`src/rtl/vca_pkg.sv`:
```
package vca_pkg;

    typedef enum logic [1:0] {
        GATE_IDLE,
        GATE_HOLD,
        GATE_ACCESS,
        GATE_RELEASE
    } gate_state_t;

endpackage

```
`src/rtl/vca_column_timer.sv`:
```
module vca_column_timer #(
    parameter int COL_CLKS      = 16,
    parameter int COLS_PER_LINE = 57,
    localparam int PH_W  = $clog2(COL_CLKS),
    localparam int COL_W = (COLS_PER_LINE > 1) ? $clog2(COLS_PER_LINE) : 1
) (
    input  logic             clk,
    input  logic             rst_n,
    output logic [PH_W-1:0]  phase,
    output logic [COL_W-1:0] col,
    output logic             line_start
);

    localparam logic [PH_W-1:0]  PH_LAST  = PH_W'(COL_CLKS - 1);
    localparam logic [COL_W-1:0] COL_LAST = COL_W'(COLS_PER_LINE - 1);

    // phase ticks every clock; the column moves on when the phase wraps
    always_ff @(posedge clk) begin
        if (!rst_n) begin
            phase <= '0;
            col   <= '0;
        end else if (phase == PH_LAST) begin
            phase <= '0;
            col   <= (col == COL_LAST) ? '0 : col + 1'b1;
        end else begin
            phase <= phase + 1'b1;
        end
    end

    assign line_start = (phase == '0) && (col == '0);

endmodule

```
`src/rtl/vca_page_decode.sv`:
```
module vca_page_decode #(
    parameter int ADDR_W = 16,
    parameter int PAGE_W = 2,
    localparam int NPAGES = 1 << PAGE_W
) (
    input  logic              cpu_req,
    input  logic [ADDR_W-1:0] cpu_addr,
    input  logic [NPAGES-1:0] page_sel,
    output logic              video_req
);

    logic [PAGE_W-1:0] page;

    assign page      = cpu_addr[ADDR_W-1 -: PAGE_W];
    assign video_req = cpu_req && page_sel[page];

endmodule

```
`src/rtl/vca_fetch_capture.sv`:
```
module vca_fetch_capture #(
    parameter int COL_CLKS   = 16,
    parameter int FETCH_CLKS = 5,
    parameter int NUM_FETCH  = 2,
    parameter int DATA_W     = 8,
    localparam int PH_W   = $clog2(COL_CLKS),
    localparam int SLOT_W = (NUM_FETCH > 1) ? $clog2(NUM_FETCH) : 1
) (
    input  logic              clk,
    input  logic              rst_n,
    input  logic [PH_W-1:0]   phase,
    input  logic [DATA_W-1:0] mem_rdata,
    output logic [DATA_W-1:0] disp_rdata,
    output logic              disp_valid,
    output logic [SLOT_W-1:0] disp_slot
);

    logic [NUM_FETCH-1:0] slot_end;
    logic                 end_hit;
    logic [SLOT_W-1:0]    end_idx;

    // one comparator per fetch slot: its last phase
    for (genvar i = 0; i < NUM_FETCH; i++) begin : g_slot
        assign slot_end[i] = (phase == PH_W'((i + 1) * FETCH_CLKS - 1));
    end

    always_comb begin
        end_hit = 1'b0;
        end_idx = '0;
        for (int i = 0; i < NUM_FETCH; i++) begin
            if (slot_end[i]) begin
                end_hit = 1'b1;
                end_idx = SLOT_W'(i);
            end
        end
    end

    always_ff @(posedge clk) begin
        if (!rst_n) begin
            disp_valid <= 1'b0;
            disp_rdata <= '0;
            disp_slot  <= '0;
        end else begin
            disp_valid <= end_hit;
            if (end_hit) begin
                disp_rdata <= mem_rdata;
                disp_slot  <= end_idx;
            end
        end
    end

endmodule

```
`src/rtl/vca_cpu_gate.sv`:
```
module vca_cpu_gate
    import vca_pkg::*;
#(
    parameter int COL_CLKS     = 16,
    parameter int WIN_START    = 10,
    parameter int CPU_ACC_CLKS = 3,
    localparam int PH_W  = $clog2(COL_CLKS),
    localparam int CNT_W = (CPU_ACC_CLKS > 1) ? $clog2(CPU_ACC_CLKS) : 1
) (
    input  logic            clk,
    input  logic            rst_n,
    input  logic [PH_W-1:0] phase,
    input  logic            video_req,
    output logic            grant,
    output logic            capture,
    output logic            clk_en
);

    localparam logic [PH_W-1:0]  PH_LAST  = PH_W'(COL_CLKS - 1);
    localparam logic [PH_W-1:0]  WIN_S    = PH_W'(WIN_START);
    localparam logic [PH_W-1:0]  LAST_S   = PH_W'(COL_CLKS - CPU_ACC_CLKS);
    localparam logic [CNT_W-1:0] ACC_LAST = CNT_W'(CPU_ACC_CLKS - 1);

    gate_state_t      state, state_nxt;
    logic [CNT_W-1:0] cnt, cnt_nxt;
    logic [PH_W-1:0]  ph_next;
    logic             start_ok;

    // the access occupies the phases starting at ph_next
    assign ph_next  = (phase == PH_LAST) ? '0 : phase + 1'b1;
    assign start_ok = (ph_next >= WIN_S) && (ph_next <= LAST_S);

    always_ff @(posedge clk) begin
        if (!rst_n) begin
            state <= GATE_IDLE;
            cnt   <= '0;
        end else begin
            state <= state_nxt;
            cnt   <= cnt_nxt;
        end
    end

    always_comb begin
        state_nxt = state;
        cnt_nxt   = cnt;
        unique case (state)
            GATE_IDLE: begin
                if (video_req) begin
                    if (start_ok) begin
                        state_nxt = GATE_ACCESS;
                        cnt_nxt   = '0;
                    end else begin
                        state_nxt = GATE_HOLD;
                    end
                end
            end
            GATE_HOLD: begin
                if (!video_req) begin
                    state_nxt = GATE_IDLE;
                end else if (start_ok) begin
                    state_nxt = GATE_ACCESS;
                    cnt_nxt   = '0;
                end
            end
            GATE_ACCESS: begin
                if (cnt == ACC_LAST) begin
                    state_nxt = GATE_RELEASE;
                    cnt_nxt   = '0;
                end else begin
                    cnt_nxt = cnt + 1'b1;
                end
            end
            GATE_RELEASE: begin
                state_nxt = GATE_IDLE;
            end
            default: state_nxt = GATE_IDLE;
        endcase
    end

    always_comb begin
        grant   = 1'b0;
        capture = 1'b0;
        clk_en  = 1'b1;
        unique case (state)
            GATE_IDLE, GATE_HOLD: begin
                clk_en = !video_req;
            end
            GATE_ACCESS: begin
                grant   = 1'b1;
                clk_en  = 1'b0;
                capture = (cnt == ACC_LAST);
            end
            GATE_RELEASE: begin
                clk_en = 1'b1;
            end
            default: clk_en = 1'b1;
        endcase
    end

endmodule

```
`src/rtl/vram_contention_arbiter.sv`:
```
module vram_contention_arbiter #(
    parameter int COL_CLKS      = 16,
    parameter int FETCH_CLKS    = 5,
    parameter int NUM_FETCH     = 2,
    parameter int COLS_PER_LINE = 57,
    parameter int CPU_ACC_CLKS  = 3,
    parameter int ADDR_W        = 16,
    parameter int DATA_W        = 8,
    parameter int PAGE_W        = 2,
    localparam int PH_W      = $clog2(COL_CLKS),
    localparam int COL_W     = (COLS_PER_LINE > 1) ? $clog2(COLS_PER_LINE) : 1,
    localparam int NPAGES    = 1 << PAGE_W,
    localparam int SLOT_W    = (NUM_FETCH > 1) ? $clog2(NUM_FETCH) : 1,
    localparam int WIN_START = FETCH_CLKS * NUM_FETCH
) (
    input  logic              clk,
    input  logic              rst_n,
    input  logic [NPAGES-1:0] page_sel,
    input  logic              cpu_req,
    input  logic              cpu_we,
    input  logic [ADDR_W-1:0] cpu_addr,
    input  logic [DATA_W-1:0] cpu_wdata,
    output logic [DATA_W-1:0] cpu_rdata,
    output logic              cpu_clk_en,
    input  logic [ADDR_W-1:0] disp_addr,
    output logic [DATA_W-1:0] disp_rdata,
    output logic              disp_valid,
    output logic [SLOT_W-1:0] disp_slot,
    output logic [PH_W-1:0]   col_phase,
    output logic [COL_W-1:0]  col_idx,
    output logic              line_start,
    output logic [ADDR_W-1:0] mem_addr,
    output logic              mem_we,
    output logic [DATA_W-1:0] mem_wdata,
    input  logic [DATA_W-1:0] mem_rdata
);

    logic video_req;
    logic cpu_grant;
    logic cpu_capture;

    vca_column_timer #(
        .COL_CLKS      (COL_CLKS),
        .COLS_PER_LINE (COLS_PER_LINE)
    ) u_timer (
        .clk        (clk),
        .rst_n      (rst_n),
        .phase      (col_phase),
        .col        (col_idx),
        .line_start (line_start)
    );

    vca_page_decode #(
        .ADDR_W (ADDR_W),
        .PAGE_W (PAGE_W)
    ) u_decode (
        .cpu_req   (cpu_req),
        .cpu_addr  (cpu_addr),
        .page_sel  (page_sel),
        .video_req (video_req)
    );

    vca_cpu_gate #(
        .COL_CLKS     (COL_CLKS),
        .WIN_START    (WIN_START),
        .CPU_ACC_CLKS (CPU_ACC_CLKS)
    ) u_gate (
        .clk       (clk),
        .rst_n     (rst_n),
        .phase     (col_phase),
        .video_req (video_req),
        .grant     (cpu_grant),
        .capture   (cpu_capture),
        .clk_en    (cpu_clk_en)
    );

    vca_fetch_capture #(
        .COL_CLKS   (COL_CLKS),
        .FETCH_CLKS (FETCH_CLKS),
        .NUM_FETCH  (NUM_FETCH),
        .DATA_W     (DATA_W)
    ) u_fetch (
        .clk        (clk),
        .rst_n      (rst_n),
        .phase      (col_phase),
        .mem_rdata  (mem_rdata),
        .disp_rdata (disp_rdata),
        .disp_valid (disp_valid),
        .disp_slot  (disp_slot)
    );

    // single memory port: the CPU only while granted, the display otherwise
    always_comb begin
        if (cpu_grant) begin
            mem_addr  = cpu_addr;
            mem_we    = cpu_we;
            mem_wdata = cpu_wdata;
        end else begin
            mem_addr  = disp_addr;
            mem_we    = 1'b0;
            mem_wdata = '0;
        end
    end

    always_ff @(posedge clk) begin
        if (!rst_n) begin
            cpu_rdata <= '0;
        end else if (cpu_capture) begin
            cpu_rdata <= mem_rdata;
        end
    end

endmodule

```
`config.mk`:
```
export PLATFORM = sky130hd
export DESIGN_NAME = vram_contention_arbiter
export DESIGN_NICKNAME = d
export VERILOG_FILES = /design/src/rtl/vca_pkg.sv /design/src/rtl/vca_column_timer.sv /design/src/rtl/vca_page_decode.sv /design/src/rtl/vca_fetch_capture.sv /design/src/rtl/vca_cpu_gate.sv /design/src/rtl/vram_contention_arbiter.sv
export SDC_FILE = /design/constraint.sdc
export NUM_CORES = 1
export LEC_CHECK = 0
export BUFFER_PORTS_ARGS = -buffer_cell sky130_fd_sc_hd__buf_2
export CORE_UTILIZATION = 35
export DETAILED_ROUTE_END_ITERATION = 16
export PLACE_DENSITY_LB_ADDON = 0.3
export SLEW_MARGIN = 10
export SYNTH_ARGS = -nofsm -noshare
export SYNTH_HDL_FRONTEND = slang
export SYNTH_SLANG_ARGS = --single-unit
export TNS_END_PERCENT = 1
```
`constraint.sdc`:
```
create_clock -name clk -period 2.6 [get_ports clk]
set_input_delay 0.78 -clock clk [delete_from_list [all_inputs] [get_ports clk]]
set_output_delay 0.78 -clock clk [all_outputs]
set_load 0.05 [all_outputs]
```
Word-level counts from Yosys, hierarchy flattened
Cells that the tools add are included.

operators by class
  multipliers = 0
  divide/modulo/power cells = 0
  multiplexer cells = 23
  add/sub/neg operators = 3
  reductions and logical operators = 11
  $lt $le $gt $ge = 3
  shift operators = 0
  equal/unequal tests = 13
  bitwise operators = 0

operators with widths
  operator                                                              number
  16-bit 2-to-1 mux                                                     1
  2-bit 2-to-1 mux                                                      8
  4-bit == test, second input constant                                  2
  8-bit 2-to-1 mux                                                      1
  2-bit by 1-bit != test with 1-bit output, second input constant       4
  2-bit one-hot mux with 4 select lines                                 1
  1-bit 2-to-1 mux                                                      7
  6-bit by 1-bit adder with 6-bit output, second input constant         1
  2-bit == test, second input constant                                  3
  6-bit == test, second input constant                                  1
  6-bit zero test                                                       1
  6-bit 2-to-1 mux                                                      1
  3-bit AND reduction                                                   2
  4-bit by 1-bit adder with 4-bit output, second input constant         1
  4-bit by 3-bit == test with 1-bit output, second input constant       1
  4-bit >= comparator, second input constant                            1
  4-bit less-or-equal comparator, second input constant                 1
  4-bit zero test                                                       1
  4-bit 2-to-1 mux                                                      1
  2-bit one-hot mux with 2 select lines                                 1
  1-bit logical AND                                                     3
  2-bit by 3-bit < comparator with 1-bit output, second input constant  1
  3-bit != test, second input constant                                  1
  1-bit one-hot mux with 3 select lines                                 1
  other kinds (7)                                                       7

storage, ports and cells
  bits in registers = 32
  bits in latches = 0
  logic and storage cells = 61
  memory bits (writable) = 0
  memories = 0
  ROM bits = 0
  bits of input ports = 56
  output and inout bits = 55

Logic depth before layout (Yosys ltp)
  depth in word-level cells = 7
  mapped depth = 6
  mapped depth without buffers = 6

Hierarchy
Synthesis repeated with hierarchy kept, for this count alone.

unflattened totals
  cells, all modules = 195
  area, all modules = 1,895.6 µm²

by module, submodules not included
  module                   area each (µm²)  times used  cells an instance
  vram_contention_arbiter  618.1            1           53
  vca_column_timer         539.3            1           61
  vca_fetch_capture        419.2            1           45
  vca_cpu_gate             290.3            1           34
  vca_page_decode          28.8             1           2

Least setup slack after synthesis
No wires, ideal clock.

  kind = flip-flop to output port
  start point = reg u_timer.phase[1]
  end point = out line_start
  arrival = 2.494 ns
  slack = -0.674 ns
  data required time = 1.820 ns
  stages on the path, launching flop included = 5
  cell sequence = dfxtp_1 > inv_1 > ha_1 > nand2b_1 > nor4bb_1

on the way
  cells in the longest elaborated chain, start to end = 2

RTL lines
  item                    line                           text
  start, declared         vca_column_timer.sv:9          output logic [PH_W-1:0] phase,
  start signal, assigned  vca_column_timer.sv:26         phase <= phase + 1'b1;
  4-bit zero test         vca_column_timer.sv:30         assign line_start = (phase == '0) && (col == '0);
  1-bit logical AND       vca_column_timer.sv:30
  end, declared           vram_contention_arbiter.sv:31  output logic line_start,

No other way between the ends.

Worst setup path after layout
  start point = in cpu_addr[14]
  end point = out cpu_clk_en

on the way
  cells in the longest elaborated chain, start to end = 5

RTL lines
  item                                       line                           text
  start, declared                            vram_contention_arbiter.sv:21  input logic [ADDR_W-1:0] cpu_addr,
  1-bit binary-select mux with 2-bit select  vca_page_decode.sv:15          assign video_req = cpu_req && page_sel[page];
  1-bit 2-to-1 mux (not written as such)     vca_page_decode.sv:15
  1-bit logical AND                          vca_page_decode.sv:15
  1-bit zero test                            --
  1-bit one-hot mux with 3 select lines      vca_cpu_gate.sv:84             unique case (state)
  end, declared                              vram_contention_arbiter.sv:24  output logic cpu_clk_en,

No other way between the ends. The select of a mux whose other input is x is not followed.

==> flow_metrics.tcl <==
set metrics [dict create \
    status "completed" \
    worst-r2r-cell-count 5 \
    postCtsHoldBufs 0 \
    antenna_cells 0 \
    startpoint_type "primary input" \
    cp.depth 5 \
    ioPinCount 111 \
    wirelength_um 4064 \
    slowest_stage "mux4_2" \
    layout-drive-gt1-share 0.4068 \
    synth.top_cells.by_area "dfxtp_1, nand2_1, mux2i_1" \
    multi_input_area_um2 1047 \
    hpwlAfterDp_um 3113 \
    ys_ff_latch 32 \
    design.core.area_um2 4723 \
    grt_pass1_vias 1503 \
    r2r_slack_ns 0.85 \
    timing.fmax_mhz 388.9 \
    r2r_end "u_gate.cnt[0]$_SDFFE_PN0P_" \
    final_cell_mix "buf_2, nand2_1, dfxtp_1, and2_1, nor2b_1" \
    cp_max_fo 2 \
    synth_top_area_share 0.3737 \
    p_leak_uw 0.001245 \
    dr_total_vias 1755 \
    die_w_um 71.98 \
    worst_pin_slew_ns 0.5822 \
    syn_area_per_cell_um2 8.124 \
    hold_slack_ns 0.4617 \
    min_to "cpu_rdata[5]$_SDFFE_PN0P_" \
    path_buf_inv 2 \
    p_per_area_nw_per_um2 500.8 \
    ys.flop_type "dfxtp_1" \
    cts_buffers 5 \
    dr.pass1.iters 4 \
    hold_viol 0 \
    seqCellArea_um2 640.6 \
    grt_pass1_wl_um 6513 \
    setup_viol 0 \
    crit_family "multiplexers" \
    rr_startpoint "u_timer.phase[0]$_SDFF_PN0_" \
    die-height_um 71.98 \
    syn_area_um2 1714 \
    drc 0 \
    path_cells "buf_6, mux4_2, and3b_4, nor2_4, buf_8" \
    stdcell_area_um2 2489 \
    root_buffer "clkbuf_8" \
    gp_congestion 0.8221 \
    fin_ws_ns 0.02839 \
    grt_max_degree 30 \
    cts.sinks 32 \
    clk_latency_ns 0.28 \
    fillers 448 \
    worstPathArrival_ns 1.79 \
    via_per_inst 4.512 \
    cap_violations 0 \
    min_path_type "register to register" \
    clockBufferDepth 2 \
    drtIter0Drc 71 \
    rows 25 \
    nNetsFinal 385 \
    place_ws_ns -0.07586 \
    yosysWarnings 0 \
    vdd_drop_max_uv 203.9 \
    port-buffer-count 110 \
    hold_path_depth 2 \
    grt_usage 0.1633 \
    initial_utilization 0.3629 \
    synthArstFlopShare 0 \
    skew_ns 0.001879 \
    overflow 0 \
    wl_per_cell_um 10.45 \
    cp-end-kind "primary output" \
    synth-edff-count 0 \
    period_minus_slack_ns 2.572 \
    synth-seq-area-share 0.3737 \
    relSlewSlack 0.6078 \
    clkSlewWorstSetupHoldPaths_ns 0.06 \
    crit_start "cpu_addr[14]" \
    layout_commonest_cell "buf_2" \
    antenna_found_initial 0 \
    synth_top_area_cell "dfxtp_1" \
    worst_ep_required_time_ns 1.82 \
    drv_slew 0 \
    ys_types 38 \
    min_from "cpu_rdata[5]$_SDFFE_PN0P_" \
    antenna_left 0 \
    design.die.area_um2 5181 \
    slowest_delay_ns 0.47 \
    fin_total_pwr_uw 1246 \
    rsz0062_at_grt "no" \
    placed_cell_area_um2 2369 \
    cts_max_level 2 \
    post-route-period-util 0.9891 \
    synth.net_count 274 \
    cts_tree "yes" \
    syn_to_final_growth_pct 45.18 \
    synthCells 211 \
    path_class "primary input to primary output" \
]
[registers in the layout, indices dropped and copies added (netlist names)]
signal,count
cpu_rdata,8
u_fetch.disp_rdata,8
u_fetch.disp_slot,1
u_fetch.disp_valid,1
u_gate.cnt,2
u_gate.state,2
u_timer.col,6
u_timer.phase,4
[how the worst max path moves through the flow]
stage / slack, ns / end
6_report: 0.03 / cpu_clk_en
5_1_grt: 0.004 / cpu_clk_en
4_1_cts: 0.004 / cpu_clk_en
3_5_place_dp: -0.08 / cpu_clk_en
3_3_place_gp: -0.07 / cpu_clk_en
2_1_floorplan: -0.04 / cpu_clk_en
[power breakdown]
group | switching, µW | total [µW] | leakage, µW | internal [µW]
combinational | 211 | 322 | 0.000936 | 111
clock | 171 | 406 | 0.0000503 | 235
sequential | 14.4 | 518 | 0.000259 | 504
[per-stage QoR]
stage,TNS [ns],std cells,utilization
floorplan,-0.04240,211,-
global placement,-0.07300,382,0.5015
detailed placement,-0.07586,382,0.5015
CTS,0,389,0.5232
global route,0,389,0.5269
finish,0,389,0.5269
[routing by layer]
metal | wire, µm | global-route usage | part of all wire | vias to the layer above
met4 | 68 | 0.06536 | 0.017 | 0
met1 | 1833 | 0.1981 | 0.45 | 765
met3 | 278 | 0.05000 | 0.068 | 5
li1 | - | - | - | 913
met5 | 0 | 0 | 0 | -
met2 | 1885 | 0.2704 | 0.46 | 72
[final cells by class]
cell class / count / share of cell area
Clock buffer: 7 / 0.03871
Inverter: 5 / 0.007541
Multi-Input combinational cell: 165 / 0.4208
Sequential cell: 32 / 0.2574
Tap cell: 67 / 0.03369
Timing Repair Buffer: 113 / 0.2418
[synthesized netlist by cell type, types with 2 or more instances]
cell,instances
nand2b_1,3
nor2b_1,12
nand3b_1,2
inv_1,5
nor2_1,4
nand2_1,70
clkbuf_1,8
dfxtp_1,32
o21ai_0,5
a21boi_0,8
a21oi_1,3
ha_1,7
mux2i_1,9
o32ai_1,2
nand3_1,5
and2_1,13
xnor2_1,2
[worst register-to-register path, stage by stage (launching register included)]
cell and delay (ns):
dfxtp_1 0.48, inv_1 0.11, ha_1 0.32, o32ai_1 0.46, nor3b_4 0.10, o31ai_2 0.21
[cells by family after synthesis]
group,synth area share
AND/OR/NAND/NOR,0.3474
flip-flops,0.3737
AO/OA/AOI/OAI,0.1022
buffers and inverters,0.03139
multiplexers,0.07883
adder cells (fa/ha/maj),0.05109
XOR/XNOR,0.01533
[timing repair]
item / in CTS / in global routing
gates resized for setup: 2 / 4
pin swaps: 1 / 1
setup endpoints to repair: 1 / 3
buffers inserted: 0 / 0
(Power assumes the default switching activity.)
